[config.mk]
export PLATFORM = sky130hd
export DESIGN_NAME = pifo_xp_top
export DESIGN_NICKNAME = d
export VERILOG_FILES = /design/src/rtl/pifo_xp_pkg.sv /design/src/rtl/pifo_sorted_list.sv /design/src/rtl/pifo_xp_bank.sv /design/src/rtl/pifo_xp_ctrl.sv /design/src/rtl/pifo_xp_top.sv
export SDC_FILE = /design/constraint.sdc
export NUM_CORES = 1
export LEC_CHECK = 0
export ABC_AREA = 1
export ABC_CLOCK_PERIOD_IN_PS = 27500
export BUFFER_PORTS_ARGS = -buffer_cell sky130_fd_sc_hd__buf_4
export CORE_AREA = 2 2 237 239
export CTS_CLUSTER_SIZE = 8
export DETAILED_ROUTE_END_ITERATION = 12
export DIE_AREA = 0 0 239 241
export PLACE_DENSITY = 0.64
export SLEW_MARGIN = 20
export SYNTH_ARGS = -nofsm -noshare
export SYNTH_HDL_FRONTEND = slang
export SYNTH_SLANG_ARGS = --single-unit
export TNS_END_PERCENT = 1
[constraint.sdc]
create_clock -name clk -period 27.5 [get_ports clk]
set_clock_uncertainty 0.2 [all_clocks]
set_input_delay 1.375 -clock clk [delete_from_list [all_inputs] [get_ports clk]]
set_output_delay 1.375 -clock clk [all_outputs]
set_load 0.05 [all_outputs]
[src/rtl/pifo_xp_pkg.sv]
package pifo_xp_pkg;
  parameter int unsigned TIME_W = 8;
  parameter int unsigned N_OUT  = 4;
  parameter int unsigned DST_W  = $clog2(N_OUT);

  typedef struct packed {
    logic [TIME_W-1:0] dep;
    logic [DST_W-1:0]  dst;
  } tag_t;

  typedef enum logic [2:0] {
    OP_IDLE,
    OP_ARRIVE,
    OP_DROP,
    OP_LOAD,
    OP_DRAIN,
    OP_EXCHANGE
  } op_e;
endpackage

[src/rtl/pifo_sorted_list.sv]
module pifo_sorted_list
  import pifo_xp_pkg::*;
#(
  parameter  int unsigned DEPTH = 16,
  localparam int unsigned IDX_W = $clog2(DEPTH),
  localparam int unsigned CNT_W = $clog2(DEPTH + 1)
) (
  input  logic             clk,
  input  logic             rst_n,
  input  logic             ins_en,
  input  tag_t             ins_tag,
  input  logic             rm_en,
  input  logic [IDX_W-1:0] rm_idx,
  output logic [IDX_W-1:0] ins_pos,
  output tag_t             ent [DEPTH],
  output logic [CNT_W-1:0] cnt
);

  tag_t             ent_q [DEPTH];
  tag_t             ent_n [DEPTH];
  tag_t             cmp   [DEPTH];
  logic [CNT_W-1:0] cnt_q;
  logic [CNT_W-1:0] cnt_n;
  logic [CNT_W-1:0] ccnt;
  logic [CNT_W-1:0] pos;
  logic             upd;

  // compaction: slots at or behind the removed one move up by one
  for (genvar i = 0; i < DEPTH; i++) begin : g_cmp
    if (i == DEPTH - 1) begin : g_last
      assign cmp[i] = (rm_en && (IDX_W'(i) >= rm_idx)) ? '0 : ent_q[i];
    end else begin : g_mid
      assign cmp[i] = (rm_en && (IDX_W'(i) >= rm_idx)) ? ent_q[i+1] : ent_q[i];
    end
  end

  always_comb begin
    ccnt = cnt_q - CNT_W'(rm_en);
    pos  = '0;
    for (int i = 0; i < DEPTH; i++) begin
      if ((CNT_W'(i) < ccnt) && (cmp[i].dep <= ins_tag.dep)) pos = pos + CNT_W'(1);
    end
  end

  assign ins_pos = pos[IDX_W-1:0];

  // insertion: slots at or behind the insertion point move down by one
  for (genvar i = 0; i < DEPTH; i++) begin : g_ins
    if (i == 0) begin : g_head
      assign ent_n[i] = (ins_en && (pos == '0)) ? ins_tag : cmp[i];
    end else begin : g_tail
      always_comb begin
        if (!ins_en || (CNT_W'(i) < pos)) ent_n[i] = cmp[i];
        else if (CNT_W'(i) == pos)        ent_n[i] = ins_tag;
        else                               ent_n[i] = cmp[i-1];
      end
    end
  end

  assign cnt_n = ccnt + CNT_W'(ins_en);
  assign upd   = ins_en | rm_en;

  always_ff @(posedge clk or negedge rst_n) begin
    if (!rst_n) begin
      cnt_q <= '0;
      for (int i = 0; i < DEPTH; i++) ent_q[i] <= '0;
    end else if (upd) begin
      cnt_q <= cnt_n;
      for (int i = 0; i < DEPTH; i++) ent_q[i] <= ent_n[i];
    end
  end

  assign ent = ent_q;
  assign cnt = cnt_q;

  logic sorted_ok;
  always_comb begin
    sorted_ok = 1'b1;
    for (int i = 0; i < DEPTH - 1; i++) begin
      if ((CNT_W'(i + 1) < cnt_q) && (ent_q[i].dep > ent_q[i+1].dep)) sorted_ok = 1'b0;
    end
  end


  sorted_chk: assert property (@(posedge clk) disable iff (!rst_n) sorted_ok);


  no_overflow_chk: assert property (@(posedge clk) disable iff (!rst_n)
    (ins_en && !rm_en) |-> (cnt_q < CNT_W'(DEPTH)));


  rm_in_range_chk: assert property (@(posedge clk) disable iff (!rst_n)
    rm_en |-> (CNT_W'(rm_idx) < cnt_q));

endmodule

[src/rtl/pifo_xp_bank.sv]
module pifo_xp_bank
  import pifo_xp_pkg::*;
(
  input  logic              clk,
  input  logic              rst_n,
  input  logic              wr_en,
  input  tag_t              wr_tag,
  input  logic              clr_en,
  input  logic [DST_W-1:0]  clr_dst,
  output logic [N_OUT-1:0]  xp_v,
  output logic [TIME_W-1:0] xp_dep [N_OUT]
);

  for (genvar o = 0; o < N_OUT; o++) begin : g_xp
    logic              wr_hit;
    logic              clr_hit;
    logic              v_q;
    logic              v_n;
    logic [TIME_W-1:0] dep_q;

    assign wr_hit  = wr_en  && (wr_tag.dst == DST_W'(o));
    assign clr_hit = clr_en && (clr_dst    == DST_W'(o));

    always_comb begin
      v_n = v_q;
      if (wr_hit)       v_n = 1'b1;
      else if (clr_hit) v_n = 1'b0;
    end

    always_ff @(posedge clk or negedge rst_n) begin
      if (!rst_n) v_q <= 1'b0;
      else        v_q <= v_n;
    end

    always_ff @(posedge clk or negedge rst_n) begin
      if (!rst_n)      dep_q <= '0;
      else if (wr_hit) dep_q <= wr_tag.dep;
    end

    assign xp_v[o]   = v_q;
    assign xp_dep[o] = dep_q;
  end


  wr_clr_excl_chk: assert property (@(posedge clk) disable iff (!rst_n) !(wr_en && clr_en));

endmodule

[src/rtl/pifo_xp_ctrl.sv]
module pifo_xp_ctrl
  import pifo_xp_pkg::*;
#(
  parameter  int unsigned DEPTH = 16,
  localparam int unsigned IDX_W = $clog2(DEPTH),
  localparam int unsigned CNT_W = $clog2(DEPTH + 1)
) (
  input  logic              clk,
  input  logic              rst_n,
  input  logic              arr_valid,
  input  tag_t              arr_tag,
  input  logic              load_req,
  input  logic              drain_req,
  input  logic [DST_W-1:0]  drain_dst,
  input  logic [CNT_W-1:0]  cnt,
  input  logic [IDX_W-1:0]  ins_pos,
  input  tag_t              ent [DEPTH],
  input  logic [N_OUT-1:0]  xp_v,
  input  logic [TIME_W-1:0] xp_dep [N_OUT],
  output logic              ins_en,
  output tag_t              ins_tag,
  output logic              rm_en,
  output logic [IDX_W-1:0]  rm_idx,
  output logic              wr_en,
  output tag_t              wr_tag,
  output logic              clr_en,
  output logic [DST_W-1:0]  clr_dst,
  output logic              busy
);

  logic             busy_q;
  logic             busy_n;
  tag_t             p_tag_q;
  logic [IDX_W-1:0] p_idx_q;
  logic             accept;
  logic             room;
  logic             found;
  logic [IDX_W-1:0] fidx;
  logic             swap_hit;
  op_e              op;

  assign room = (cnt < CNT_W'(DEPTH));

  // head-most listed tag whose crosspoint is free
  always_comb begin
    found = 1'b0;
    fidx  = '0;
    for (int i = DEPTH - 1; i >= 0; i--) begin
      if ((CNT_W'(i) < cnt) && !xp_v[ent[i].dst]) begin
        found = 1'b1;
        fidx  = IDX_W'(i);
      end
    end
  end

  assign swap_hit = xp_v[p_tag_q.dst] && (xp_dep[p_tag_q.dst] > p_tag_q.dep);

  always_comb begin
    if (busy_q)                op = swap_hit ? OP_EXCHANGE : OP_IDLE;
    else if (arr_valid)        op = room ? OP_ARRIVE : OP_DROP;
    else if (load_req && found) op = OP_LOAD;
    else if (load_req)         op = OP_IDLE;
    else if (drain_req)        op = OP_DRAIN;
    else                       op = OP_IDLE;
  end

  always_comb begin
    ins_en  = 1'b0;
    ins_tag = arr_tag;
    rm_en   = 1'b0;
    rm_idx  = fidx;
    wr_en   = 1'b0;
    wr_tag  = ent[fidx];
    clr_en  = 1'b0;
    clr_dst = drain_dst;
    case (op)
      OP_ARRIVE: ins_en = 1'b1;
      OP_LOAD: begin
        rm_en = 1'b1;
        wr_en = 1'b1;
      end
      OP_DRAIN: clr_en = 1'b1;
      OP_EXCHANGE: begin
        rm_en       = 1'b1;
        rm_idx      = p_idx_q;
        ins_en      = 1'b1;
        ins_tag.dep = xp_dep[p_tag_q.dst];
        ins_tag.dst = p_tag_q.dst;
        wr_en       = 1'b1;
        wr_tag      = p_tag_q;
      end
      default: ;
    endcase
  end

  assign accept = (op == OP_ARRIVE);
  assign busy_n = accept;

  always_ff @(posedge clk or negedge rst_n) begin
    if (!rst_n) busy_q <= 1'b0;
    else        busy_q <= busy_n;
  end

  always_ff @(posedge clk or negedge rst_n) begin
    if (!rst_n) begin
      p_tag_q <= '0;
      p_idx_q <= '0;
    end else if (accept) begin
      p_tag_q <= arr_tag;
      p_idx_q <= ins_pos;
    end
  end

  assign busy = busy_q;


  busy_single_chk: assert property (@(posedge clk) disable iff (!rst_n) busy_q |=> !busy_q);


  swap_count_chk: assert property (@(posedge clk) disable iff (!rst_n)
    busy_q |=> (cnt == $past(cnt)));


  load_fill_chk: assert property (@(posedge clk) disable iff (!rst_n)
    (wr_en && !busy_q) |=> (cnt == $past(cnt) - CNT_W'(1)));


  arrive_blocks_chk: assert property (@(posedge clk) disable iff (!rst_n)
    (!busy_q && arr_valid) |-> !(rm_en || clr_en));

endmodule

[src/rtl/pifo_xp_top.sv]
module pifo_xp_top
  import pifo_xp_pkg::*;
#(
  parameter  int unsigned DEPTH = 16,
  localparam int unsigned IDX_W = $clog2(DEPTH),
  localparam int unsigned CNT_W = $clog2(DEPTH + 1)
) (
  input  logic                      clk,
  input  logic                      rst_n,
  input  logic                      arr_valid,
  input  logic [TIME_W-1:0]         arr_dep,
  input  logic [DST_W-1:0]          arr_dst,
  input  logic                      load_req,
  input  logic                      drain_req,
  input  logic [DST_W-1:0]          drain_dst,
  output logic                      busy,
  output logic [CNT_W-1:0]          list_cnt,
  output logic [DEPTH*TIME_W-1:0]   list_dep,
  output logic [DEPTH*DST_W-1:0]    list_dst,
  output logic [N_OUT-1:0]          xp_valid,
  output logic [N_OUT*TIME_W-1:0]   xp_dep
);

  tag_t              arr_tag;
  tag_t              ins_tag;
  tag_t              wr_tag;
  tag_t              ent [DEPTH];
  logic              ins_en;
  logic              rm_en;
  logic              wr_en;
  logic              clr_en;
  logic [IDX_W-1:0]  rm_idx;
  logic [IDX_W-1:0]  ins_pos;
  logic [DST_W-1:0]  clr_dst;
  logic [CNT_W-1:0]  cnt;
  logic [N_OUT-1:0]  xv;
  logic [TIME_W-1:0] xd [N_OUT];

  assign arr_tag.dep = arr_dep;
  assign arr_tag.dst = arr_dst;

  pifo_sorted_list #(.DEPTH(DEPTH)) u_list (
    .clk     (clk),
    .rst_n   (rst_n),
    .ins_en  (ins_en),
    .ins_tag (ins_tag),
    .rm_en   (rm_en),
    .rm_idx  (rm_idx),
    .ins_pos (ins_pos),
    .ent     (ent),
    .cnt     (cnt)
  );

  pifo_xp_bank u_bank (
    .clk     (clk),
    .rst_n   (rst_n),
    .wr_en   (wr_en),
    .wr_tag  (wr_tag),
    .clr_en  (clr_en),
    .clr_dst (clr_dst),
    .xp_v    (xv),
    .xp_dep  (xd)
  );

  pifo_xp_ctrl #(.DEPTH(DEPTH)) u_ctrl (
    .clk       (clk),
    .rst_n     (rst_n),
    .arr_valid (arr_valid),
    .arr_tag   (arr_tag),
    .load_req  (load_req),
    .drain_req (drain_req),
    .drain_dst (drain_dst),
    .cnt       (cnt),
    .ins_pos   (ins_pos),
    .ent       (ent),
    .xp_v      (xv),
    .xp_dep    (xd),
    .ins_en    (ins_en),
    .ins_tag   (ins_tag),
    .rm_en     (rm_en),
    .rm_idx    (rm_idx),
    .wr_en     (wr_en),
    .wr_tag    (wr_tag),
    .clr_en    (clr_en),
    .clr_dst   (clr_dst),
    .busy      (busy)
  );

  for (genvar i = 0; i < DEPTH; i++) begin : g_list_out
    assign list_dep[i*TIME_W +: TIME_W] = ent[i].dep;
    assign list_dst[i*DST_W +: DST_W]   = ent[i].dst;
  end

  for (genvar o = 0; o < N_OUT; o++) begin : g_xp_out
    assign xp_dep[o*TIME_W +: TIME_W] = xd[o];
  end

  assign xp_valid = xv;
  assign list_cnt = cnt;

  logic bound_ok;
  always_comb begin
    bound_ok = 1'b1;
    for (int i = 0; i < DEPTH; i++) begin
      if ((CNT_W'(i) < cnt) && xv[ent[i].dst] && (xd[ent[i].dst] > ent[i].dep)) bound_ok = 1'b0;
    end
  end


  xp_bound_chk: assert property (@(posedge clk) disable iff (!rst_n) !busy |-> bound_ok);


  drain_clear_chk: assert property (@(posedge clk) disable iff (!rst_n)
    (drain_req && !busy && !arr_valid && !load_req) |=> !xp_valid[$past(drain_dst)]);

endmodule

Word level (Yosys, flattened, before mapping)
Index checks and enable logic that the tools add are counted.
{ "word_totals": {"regBits": 216, "in_bits": 17, "wordCells": 448} }
{ "classes": {"addsub": 17, "magnitude_cmp": 100, "eq_ne": 26, "muxes": 156, "bitwise_logic": 3, "reduce_logical": 101} }
{ "op_table": {"columns": ["operator", "n"], "rows": [
  ["$mux 10", 51],
  ["$le 8x8->1", 16],
  ["$lt 4x5->1 const A", 24],
  ["$mux 5", 15],
  ["$add 5x1->5 const B", 14],
  ["$mux 4", 17],
  ["$lt 3x5->1 const A", 12],
  ["$logic_and 1x1->1", 59],
  ["$lt 2x3->1 const B", 17],
  ["$mux 1", 45],
  ["$bmux 10 s4", 1],
  ["$eq 4x5->1 const A", 8],
  ["$bmux 1 s2", 17],
  ["$ge 4x4->1 const A", 8],
  ["$lt 2x5->1 const A", 6],
  ["$lt 1x5->1 const A", 5],
  ["$eq 3x5->1 const A", 4],
  ["$mux 3", 6],
  ["$logic_not 1->1", 17],
  ["$bmux 8 s2", 1],
  ["$ge 3x4->1 const A", 4],
  ["$mux 8", 2],
  ["$logic_or 1x1->1", 15],
  ["$eq 2x5->1 const A", 2],
  ["other kinds (25)", 37]
]} }

Depth between registers and ports, before layout
Gate-level depths: netlist of run 1.
{ "depth": {"ltp_word": 66, "mapped_depth": 90, "ltp_nobuf": 86} }

Cells and area by module
A second synthesis of run 1 with hierarchy kept.
{ "hier_totals": {"hier_cells": 3425, "area_unflattened_um2": 21405.5} }
{ "by_module_without_submodules": {"columns": ["mod", "n_inst", "cells_per_inst", "area_each_um2", "seq_area_each_um2"], "rows": [
  ["pifo_sorted_list", 1, 2419, 15462.3, 4129.0],
  ["pifo_xp_ctrl", 1, 840, 4377.9, 375.4],
  ["pifo_xp_bank", 1, 166, 1565.3, 900.9]
]} }

Least setup slack after synthesis of run 1
No wires, ideal clock.
{ "synth_timing": {"path_type": "register to register", "from": "reg u_ctrl.p_tag_q[0] in the netlist's numbering", "to": "reg, netlist name u_list.ent[6]", "arrival_ns": 11.638, "required_time_ns": 27.183, "path_slack_ns": 15.546, "stages_incl_launch_ff": 79, "path_buffers": 3, "synth_period_minus_slack_ns": 11.954, "path_cell_list": "dfrtp_1 inv_1 clkbuf_1 nor2_1 o22ai_1 ha_1 a21oi_1 o21a_1 o221ai_1 nand2_1 clkinv_1 nand2_1 o21ai_0 nor2_1 nand2_1 nor2_1 nand2_1 clkbuf_1 [... 43 more ...] nor2_2 o31ai_1 ha_1 nand2_1 o21ai_2 ha_1 inv_1 o21ai_2 inv_2 nor2_2 nand2_1 nor2_2 nand2_2 buf_2 nand2_1 o21ai_1 nand2_1 nand2_1"} }
{ "synth_between": {"elab_chain_len": 49, "word_cells_on_any_way": 154, "classes_between": "16 x add/sub; 50 x order compare; 4 x eq/ne; 45 x mux; 2 x bitwise; 37 x reduce/logical"} }
{ "synth_lines": {"columns": ["element", "line", "source"], "rows": [
  ["from (decl)", "pifo_xp_ctrl.sv:33", "tag_t p_tag_q;"],
  ["from (signal assigned)", "pifo_xp_ctrl.sv:109", "p_tag_q <= arr_tag;"],
  ["$not 2->3 (not written as such)", "pifo_xp_ctrl.sv:56, pifo_xp_ctrl.sv:87", null],
  ["$bmux 8 s2", "pifo_xp_ctrl.sv:56, pifo_xp_ctrl.sv:87", null],
  ["$mux 8 (not written as such) (2 in a row)", "pifo_xp_ctrl.sv:56, pifo_xp_ctrl.sv:87", null],
  ["$gt 8x8->1", "pifo_xp_ctrl.sv:56", "assign swap_hit = xp_v[p_tag_q.dst] && (xp_dep[p_tag_q.dst] > p_tag_q.dep);"],
  ["$logic_and 1x1->1", "pifo_xp_ctrl.sv:56", null],
  ["$mux 3 (2 in a row)", "pifo_xp_ctrl.sv:59", "if (busy_q) op = swap_hit ? OP_EXCHANGE : OP_IDLE;"],
  ["$eq 3x3->1 / $eq 3x2->1 (equally long branches)", "pifo_xp_ctrl.sv:76", "case (op)"],
  ["$mux 4 / $reduce_or 2->1 (equally long branches)", null, null],
  ["[... 31 more ...]", null, null],
  ["$mux 5", "pifo_sorted_list.sv:41", "if ((CNT_W'(i) < ccnt) && (cmp[i].dep <= ins_tag.dep)) pos = pos + CNT_W'(1);"],
  ["$add 5x1->5", "pifo_sorted_list.sv:41", null],
  ["$mux 5", "pifo_sorted_list.sv:41", null],
  ["$add 5x1->5", "pifo_sorted_list.sv:41", null],
  ["$mux 5", "pifo_sorted_list.sv:41", null],
  ["$lt 4x5->1 / $eq 4x5->1 (equally long branches)", "pifo_sorted_list.sv:53, pifo_sorted_list.sv:54", null],
  ["$logic_or 1x1->1 / $mux 10 (equally long branches)", "pifo_sorted_list.sv:53, pifo_sorted_list.sv:54", null],
  ["$mux 10", "pifo_sorted_list.sv:53", "if (!ins_en || (CNT_W'(i) < pos)) ent_n[i] = cmp[i];"]
]} }
Several ways; a longest one is shown, not always the timed one. The select of a mux whose other input is x is not followed.
A chain may end at the register's enable or synchronous reset.

Worst setup path after layout of run 1
{ "layout_timing": {"from": "reg u_bank.g_xp[2].v_q", "to": "reg, netlist name u_list.ent[25]"} }
{ "layout_between": {"elab_chain_len": 65, "word_cells_on_any_way": 248, "classes_between": "16 x add/sub; 49 x order compare; 4 x eq/ne; 108 x mux; 1 x bitwise; 70 x reduce/logical"} }
{ "layout_lines": {"columns": ["element", "line", "source"], "rows": [
  ["from (decl)", "pifo_xp_bank.sv:17", "logic v_q;"],
  ["from (signal assigned)", "pifo_xp_bank.sv:32", "else v_q <= v_n;"],
  ["$bmux 1 s2", "pifo_xp_ctrl.sv:49", "if ((CNT_W'(i) < cnt) && !xp_v[ent[i].dst]) begin"],
  ["$mux 1 (not written as such)", "pifo_xp_ctrl.sv:49", null],
  ["$logic_not 1->1", "pifo_xp_ctrl.sv:49", null],
  ["$logic_and 1x1->1", "pifo_xp_ctrl.sv:49", null],
  ["$mux 1 (16 in a row)", "pifo_xp_ctrl.sv:49", null],
  ["$logic_and 1x1->1", "pifo_xp_ctrl.sv:61", "else if (load_req && found) op = OP_LOAD;"],
  ["$mux 3", "pifo_xp_ctrl.sv:61", null],
  ["$mux 3", "pifo_xp_ctrl.sv:60", "else if (arr_valid) op = room ? OP_ARRIVE : OP_DROP;"],
  ["[... 34 more ...]", null, null],
  ["$mux 5", "pifo_sorted_list.sv:41", null],
  ["$add 5x1->5", "pifo_sorted_list.sv:41", null],
  ["$mux 5", "pifo_sorted_list.sv:41", null],
  ["$add 5x1->5", "pifo_sorted_list.sv:41", null],
  ["$mux 5", "pifo_sorted_list.sv:41", null],
  ["$lt 4x5->1 / $eq 4x5->1 (equally long branches)", "pifo_sorted_list.sv:53, pifo_sorted_list.sv:54", null],
  ["$logic_or 1x1->1 / $mux 10 (equally long branches)", "pifo_sorted_list.sv:53, pifo_sorted_list.sv:54", null],
  ["$mux 10", "pifo_sorted_list.sv:53", null]
]} }
Several ways; a longest one is shown, not always the timed one. The select of a mux whose other input is x is not followed.

==> results.cfg, run 1 <==
[cells_and_area]
layout_cell_share_with_drive_strength_beyond_1 = 0.1149
synthToLayoutAreaGrowth_pct = 15.28
layout.cells.most_common_list = sky130_fd_sc_hd__nand2_1, sky130_fd_sc_hd__o21ai_0, sky130_fd_sc_hd__inv_1
finish.net_count = 3547
fillerInstances = 5951
layout.cells.most_common = sky130_fd_sc_hd__nand2_1

[clocking]
clk_root_buffer_cell = sky130_fd_sc_hd__clkbuf_16
number_of_buffers_inserted_during_clock_tree_synthesis = 31
ctsHoldBuffers = 0
numClockSinks = 216
postCtsResizedCells = 0
ctsHtreeMaxLevel = 1
clock_latency_ps = 590
cts_setup_buffers = 0
cts.reportedPaths.clkPinSlew_ps = 60
cts_tree = built
cts-root-to-sink-buffers = 3

[timing]
final-max-slew-violation-count = 0
timing.final.hold_violations = 0
worst_pin_slew_ps = 1251
setup_viol = 0
rsz0062_at_grt = no
relSlewSlack = 0.1571
maxClockFrequency_mhz = 58.16
accumulated_negative_setup_slack_ps = 0
period_share = 0.6253
finalWorstPathRequiredPeriod_ps = 17190

[global_routing]
global_route.usage.met2 = 0.4645
grt-ovfl-total = 0
number_of_antenna_violations_at_the_first_check_in_global_routing = 1
grt_util_met3 = 0.06153
grt_start_max_net_pins = 123
grt_pass1_vias = 20840
grt_busiest_layer = met2
gr-usage-met1 = 0.3976
groute.usage.overall = 0.2994
wire_length_of_the_first_global_routing_pass_mm = 130.9

[setup_path]
worst_ep_required_time_ps = 27770
worstSetupPathType = register to register
worst-path-max-fanout = 32
cpMaxStageDelayCell = sky130_fd_sc_hd__nor2_1
cp_num_buf_inv = 12
cp.arrival_ps = 17460
worst_path_largest_cell_delay_ps = 960
setup.worst_path.end_class = register
timing.critical_path.from_type = register
critical-path-top-cell-by-count = sky130_fd_sc_hd__nand2_1
cp_top_family = simple AND/OR/NAND/NOR gates

[logic_synthesis]
post_synth_num_cell_types = 53
seq_area_frac_synth = 0.2680
synthesis.instances = 3226
post_synth_main_area_contributors = sky130_fd_sc_hd__dfrtp_1, sky130_fd_sc_hd__nand2_1, sky130_fd_sc_hd__o21ai_0, sky130_fd_sc_hd__ha_1, sky130_fd_sc_hd__nand3_1
postSynthRegisterBits = 216
synthesis.nets = 3398
synth-async-reset-ratio = 1.000
yosys_warnings = 0
syn-mean-instance-area_sq_um = 6.253
synth-edff-count = 0
post-synth-top-area-fraction = 0.2680
netlist_area_sq_um = 20170
ys_dominant_reg_cell = sky130_fd_sc_hd__dfrtp_1
synthDominantAreaCellType = sky130_fd_sc_hd__dfrtp_1

[job]
drv.max_cap_violation_count = 0

[route]
detailroute.via_count = 22920
postRouteWirelength_mm = 88.45
routedWlPerCell_um = 21.66
firstDrtPassIters = 8
dr.first_iter.drc_count = 2765
drc = 0
vias_per_cell = 5.614
route.antenna.remaining_nets = 0

[placed_design]
dpl.hpwl_mm = 65.82
gpl.final_weighted_congestion = 0.9690
io_buffers = 218

[floorplanning]
floorplan.die.height_um = 241
num_ports = 219
chip_width_um = 239
core_area_sq_um = 54880
rows = 86
die-area_sq_um = 57600
initial_utilization = 0.3676

[run_status]
outcome = completed

[hold_path]
min-delay-path-class = register to register
==> layer usage <==
metal  share of wire  routed length (um)
met1            0.41               36040
met2            0.43               38000
met3            0.11                9676
met4           0.054                4740
met5               0                   0
==> cell type report <==
type / instances / area (sq um) / share of cell area
multi-input cells: 2500 / 12840 / 0.5523
flip-flops and latches: 216 / 5405 / 0.2324
repair buffers: 250 / 1904 / 0.08189
inverters: 376 / 1411 / 0.06069
well taps: 704 / 880.8 / 0.03788
clock buffers: 35 / 800.8 / 0.03444
clock inverters: 1 / 5.005 / 0.0002152
diodes: 1 / 2.502 / 0.0001076
==> flip-flops by register name, indices dropped and copies added, names as in the netlist <==
name               cells
u_ctrl.busy            1
u_ctrl.p_tag_q        10
u_bank.g_xp.dep_q     32
u_bank.g_xp.v_q        4
u_ctrl.p_idx_q         4
u_list.ent           160
u_list.cnt             5
==> logic make-up (layout without fill, tap and decap cells) <==
| family | after synthesis | after routing | synth area share |
|---|---|---|---|
| AOI/OAI and AO/OA | 706 | 706 | 0.1879 |
| xor gates and xnor gates | 4 | 4 | 0.001737 |
| adders and majority gates | 155 | 155 | 0.09615 |
| buffers and inverters | 510 | 662 | 0.09950 |
| DFF | 216 | 216 | 0.2680 |
| muxes | 3 | 3 | 0.001489 |
| other | 0 | 1 | 0 |
| and+or+nand+nor | 1632 | 1632 | 0.3453 |
==> per-stage QoR <==
stage                 util  instances  area [sq um]  hold slack, ps  setup WS (ps)
global route        0.4237       4082         23250           331.1           8780
detailed placement  0.4083       4045         22410           278.0          10360
global placement    0.4082       4045         22400           277.8          10680
CTS                 0.4230       4081         23210           289.5          10310
finish              0.4237       4083         23250           286.9          10310
floorplan                -       3226         20170           253.0          15550
==> synthesized netlist by cell type (all sizes together) (2+ instances only) <==
master	count
nand2	1069
o21ai	466
inv	367
nand3	307
dfrtp	216
nor2	188
ha	155
a21oi	152
clkbuf	90
buf	44
o221ai	26
nand4	20
nand3b	18
or2	17
nor3	12
o211ai	12
a31oi	11
o22ai	10
clkinv	9
o31ai	8
a21boi	6
o21a	6
mux2i	3
xor2	3
a21o	2
o21bai	2
==> path summary, 6_finish.rpt <==
kind	startpoint	end	slack, ps	cells past startpoint
setup / recovery	u_bank.g_xp[2].v_q	u_list.ent[25]	10310	74
hold / removal	u_ctrl.p_idx_q[3]	u_ctrl.p_idx_q[3]	290	2
setup reg to reg	u_bank.g_xp[2].v_q	u_list.ent[25]	10310	74
hold reg to reg	u_ctrl.p_idx_q[3]	u_ctrl.p_idx_q[3]	290	2
max in group asynchronous	rst_n	u_list.ent[73]	25130	3
min in group asynchronous	rst_n	u_list.ent[133]	450	1
==> tightest hold or removal path, stage by stage, from the launching register on <==
cell	delay, ps
sky130_fd_sc_hd__dfrtp_1	340
sky130_fd_sc_hd__nand2_1	60
sky130_fd_sc_hd__o21ai_0	60
Power of run 1 is left out: the tool's default activity adds up to more than one toggle a clock period on the data nets, which glitch-free logic cannot reach.
==> inputs of run 2 (changes only) <==
--- a/config.mk
+++ b/config.mk
@@ -6,7 +6,7 @@
 export NUM_CORES = 1
 export LEC_CHECK = 0
 export ABC_AREA = 1
-export ABC_CLOCK_PERIOD_IN_PS = 27500
+export ABC_CLOCK_PERIOD_IN_PS = 17500
 export BUFFER_PORTS_ARGS = -buffer_cell sky130_fd_sc_hd__buf_4
 export CORE_AREA = 2 2 237 239
 export CTS_CLUSTER_SIZE = 8
==> constraint.sdc (replaced) <==
create_clock -name clk -period 17.5 [get_ports clk]
set_clock_uncertainty 0.2 [all_clocks]
set_input_delay 0.875 -clock clk [delete_from_list [all_inputs] [get_ports clk]]
set_output_delay 0.875 -clock clk [all_outputs]
set_load 0.05 [all_outputs]
==> results.cfg, run 2 (synthesis results as in run 1) <==
[timing]
rsz0062_at_grt = no
accumulated_negative_setup_slack_ps = 0
timing.final.hold_violations = 0
whs_ps = 74.99
final-max-slew-violation-count = 0
maxClockFrequency_mhz = 63.32
relSlewSlack = 0.2312
period_share = 0.9024
worst_pin_slew_ps = 1141
setup_viol = 0
finalWorstPathRequiredPeriod_ps = 15790

[cells_and_area]
final_cells = 4085
antenna-diode-count = 0
layout.cells.most_common = sky130_fd_sc_hd__nand2_1
layout_cell_share_with_drive_strength_beyond_1 = 0.1171
finish.utilization = 0.4244
finish.net_count = 3550
synthToLayoutAreaGrowth_pct = 15.46
layout.cells.most_common_list = sky130_fd_sc_hd__nand2_1, sky130_fd_sc_hd__o21ai_0, sky130_fd_sc_hd__inv_1
largest_reg_flops = 160

[placed_design]
gpl.final_weighted_congestion = 0.9825
dpl.hpwl_mm = 66.82
io_buffers = 218
dp_cells = 4048

[floorplanning]
rows = 86
chip_width_um = 239
num_ports = 219
die-area_sq_um = 57600
core_area_sq_um = 54880
initial_utilization = 0.3676
floorplan.die.height_um = 241

[clocking]
numClockSinks = 216
number_of_buffers_inserted_during_clock_tree_synthesis = 31
cts.reportedPaths.clkPinSlew_ps = 60
ctsHtreeMaxLevel = 1
clk_root_buffer_cell = sky130_fd_sc_hd__clkbuf_16
ctsHoldBuffers = 0
cts_tree = built
cts-root-to-sink-buffers = 3
clock_latency_ps = 610
postCtsResizedCells = 0
cts_setup_buffers = 0

[global_routing]
wire_length_of_the_first_global_routing_pass_mm = 131.1
number_of_antenna_violations_at_the_first_check_in_global_routing = 3
grt_pass1_vias = 20590
grt_start_max_net_pins = 120
groute.usage.overall = 0.3024
grt-ovfl-total = 0

[setup_path]
setup.worst_path.end_class = register
worstReg2RegEnd = u_list.ent[18]
reg2regPathDepth = 75
worst-path-max-fanout = 32
worstSetupPathType = register to register
ff2ff_setup_slack_ps = 1710
worst_ep_required_time_ps = 17770
timing.critical_path.from_type = register
cpMaxStageDelayCell = sky130_fd_sc_hd__o41ai_2
crit-reg2reg-launch = u_bank.g_xp[2].v_q
cp.arrival_ps = 16070
critical-path-top-cell-by-count = sky130_fd_sc_hd__nand2_1
worst_path_largest_cell_delay_ps = 730

[run_status]
outcome = completed

[route]
detailroute.via_count = 22840
dr.first_iter.drc_count = 2841
routedWlPerCell_um = 21.88
vias_per_cell = 5.591
firstDrtPassIters = 7
drc = 0
postRouteWirelength_mm = 89.36
route.antenna.remaining_nets = 0

[hold_path]
min-delay-path-class = primary input to async pin

[job]
drv.max_cap_violation_count = 0
## run 2: worst max-delay path: cells and delay by family, from the launching register on
kind                       cells  cell delay (ps)
and+or+nand+nor               33             5350
AOI/OAI and AO/OA             17             3970
adders and majority gates     10             2710
buffers and inverters         13             2350
DFF                            1              720
xor gates and xnor gates       2              290
## run 2: final cells by class
class	instances	area, sq um
fill	5784	31590
multi-input combinational	2500	12850
sequential	216	5405
timing repair buffer	252	1912
inverter	376	1415
tap	704	880.8
clock buffer	34	807.0
clock inverter	2	13.76
timing repair inverter	1	5.005
## run 2: worst max path at each step
stage	startpoint	to	slack (ps)	cells after the start
finish	u_bank.g_xp[2].v_q	u_list.ent[18]	1710	75
global placement	u_bank.g_xp[2].v_q	u_list.ent[29]	1340	75
detailed placement	u_bank.g_xp[2].v_q	u_list.ent[23]	1160	75
CTS	u_bank.g_xp[2].v_q	u_list.ent[23]	1080	75
global route	u_bank.g_xp[2].v_q	u_list.ent[18]	190	77
floorplan	u_ctrl.p_tag_q[0]	u_list.ent[6]	5550	78
## run 2: metal layers
| layer | track usage | part of all wire | vias up |
|---|---|---|---|
| li1 | - | - | 10920 |
| met1 | 0.4007 | 0.40 | 10330 |
| met2 | 0.4655 | 0.43 | 1339 |
| met3 | 0.06268 | 0.11 | 256 |
| met4 | 0.1553 | 0.057 | 2 |
| met5 | 0 | 0.00015 | - |
## run 2: stage by stage
stage	worst slack (ps)	instance area, sq um
floorplan	5546	20170
global placement	1344	22440
detailed placement	1164	22440
CTS	1076	23260
global route	188.3	23290
finish	1707	23290
Power of run 2 is left out for the same reason.
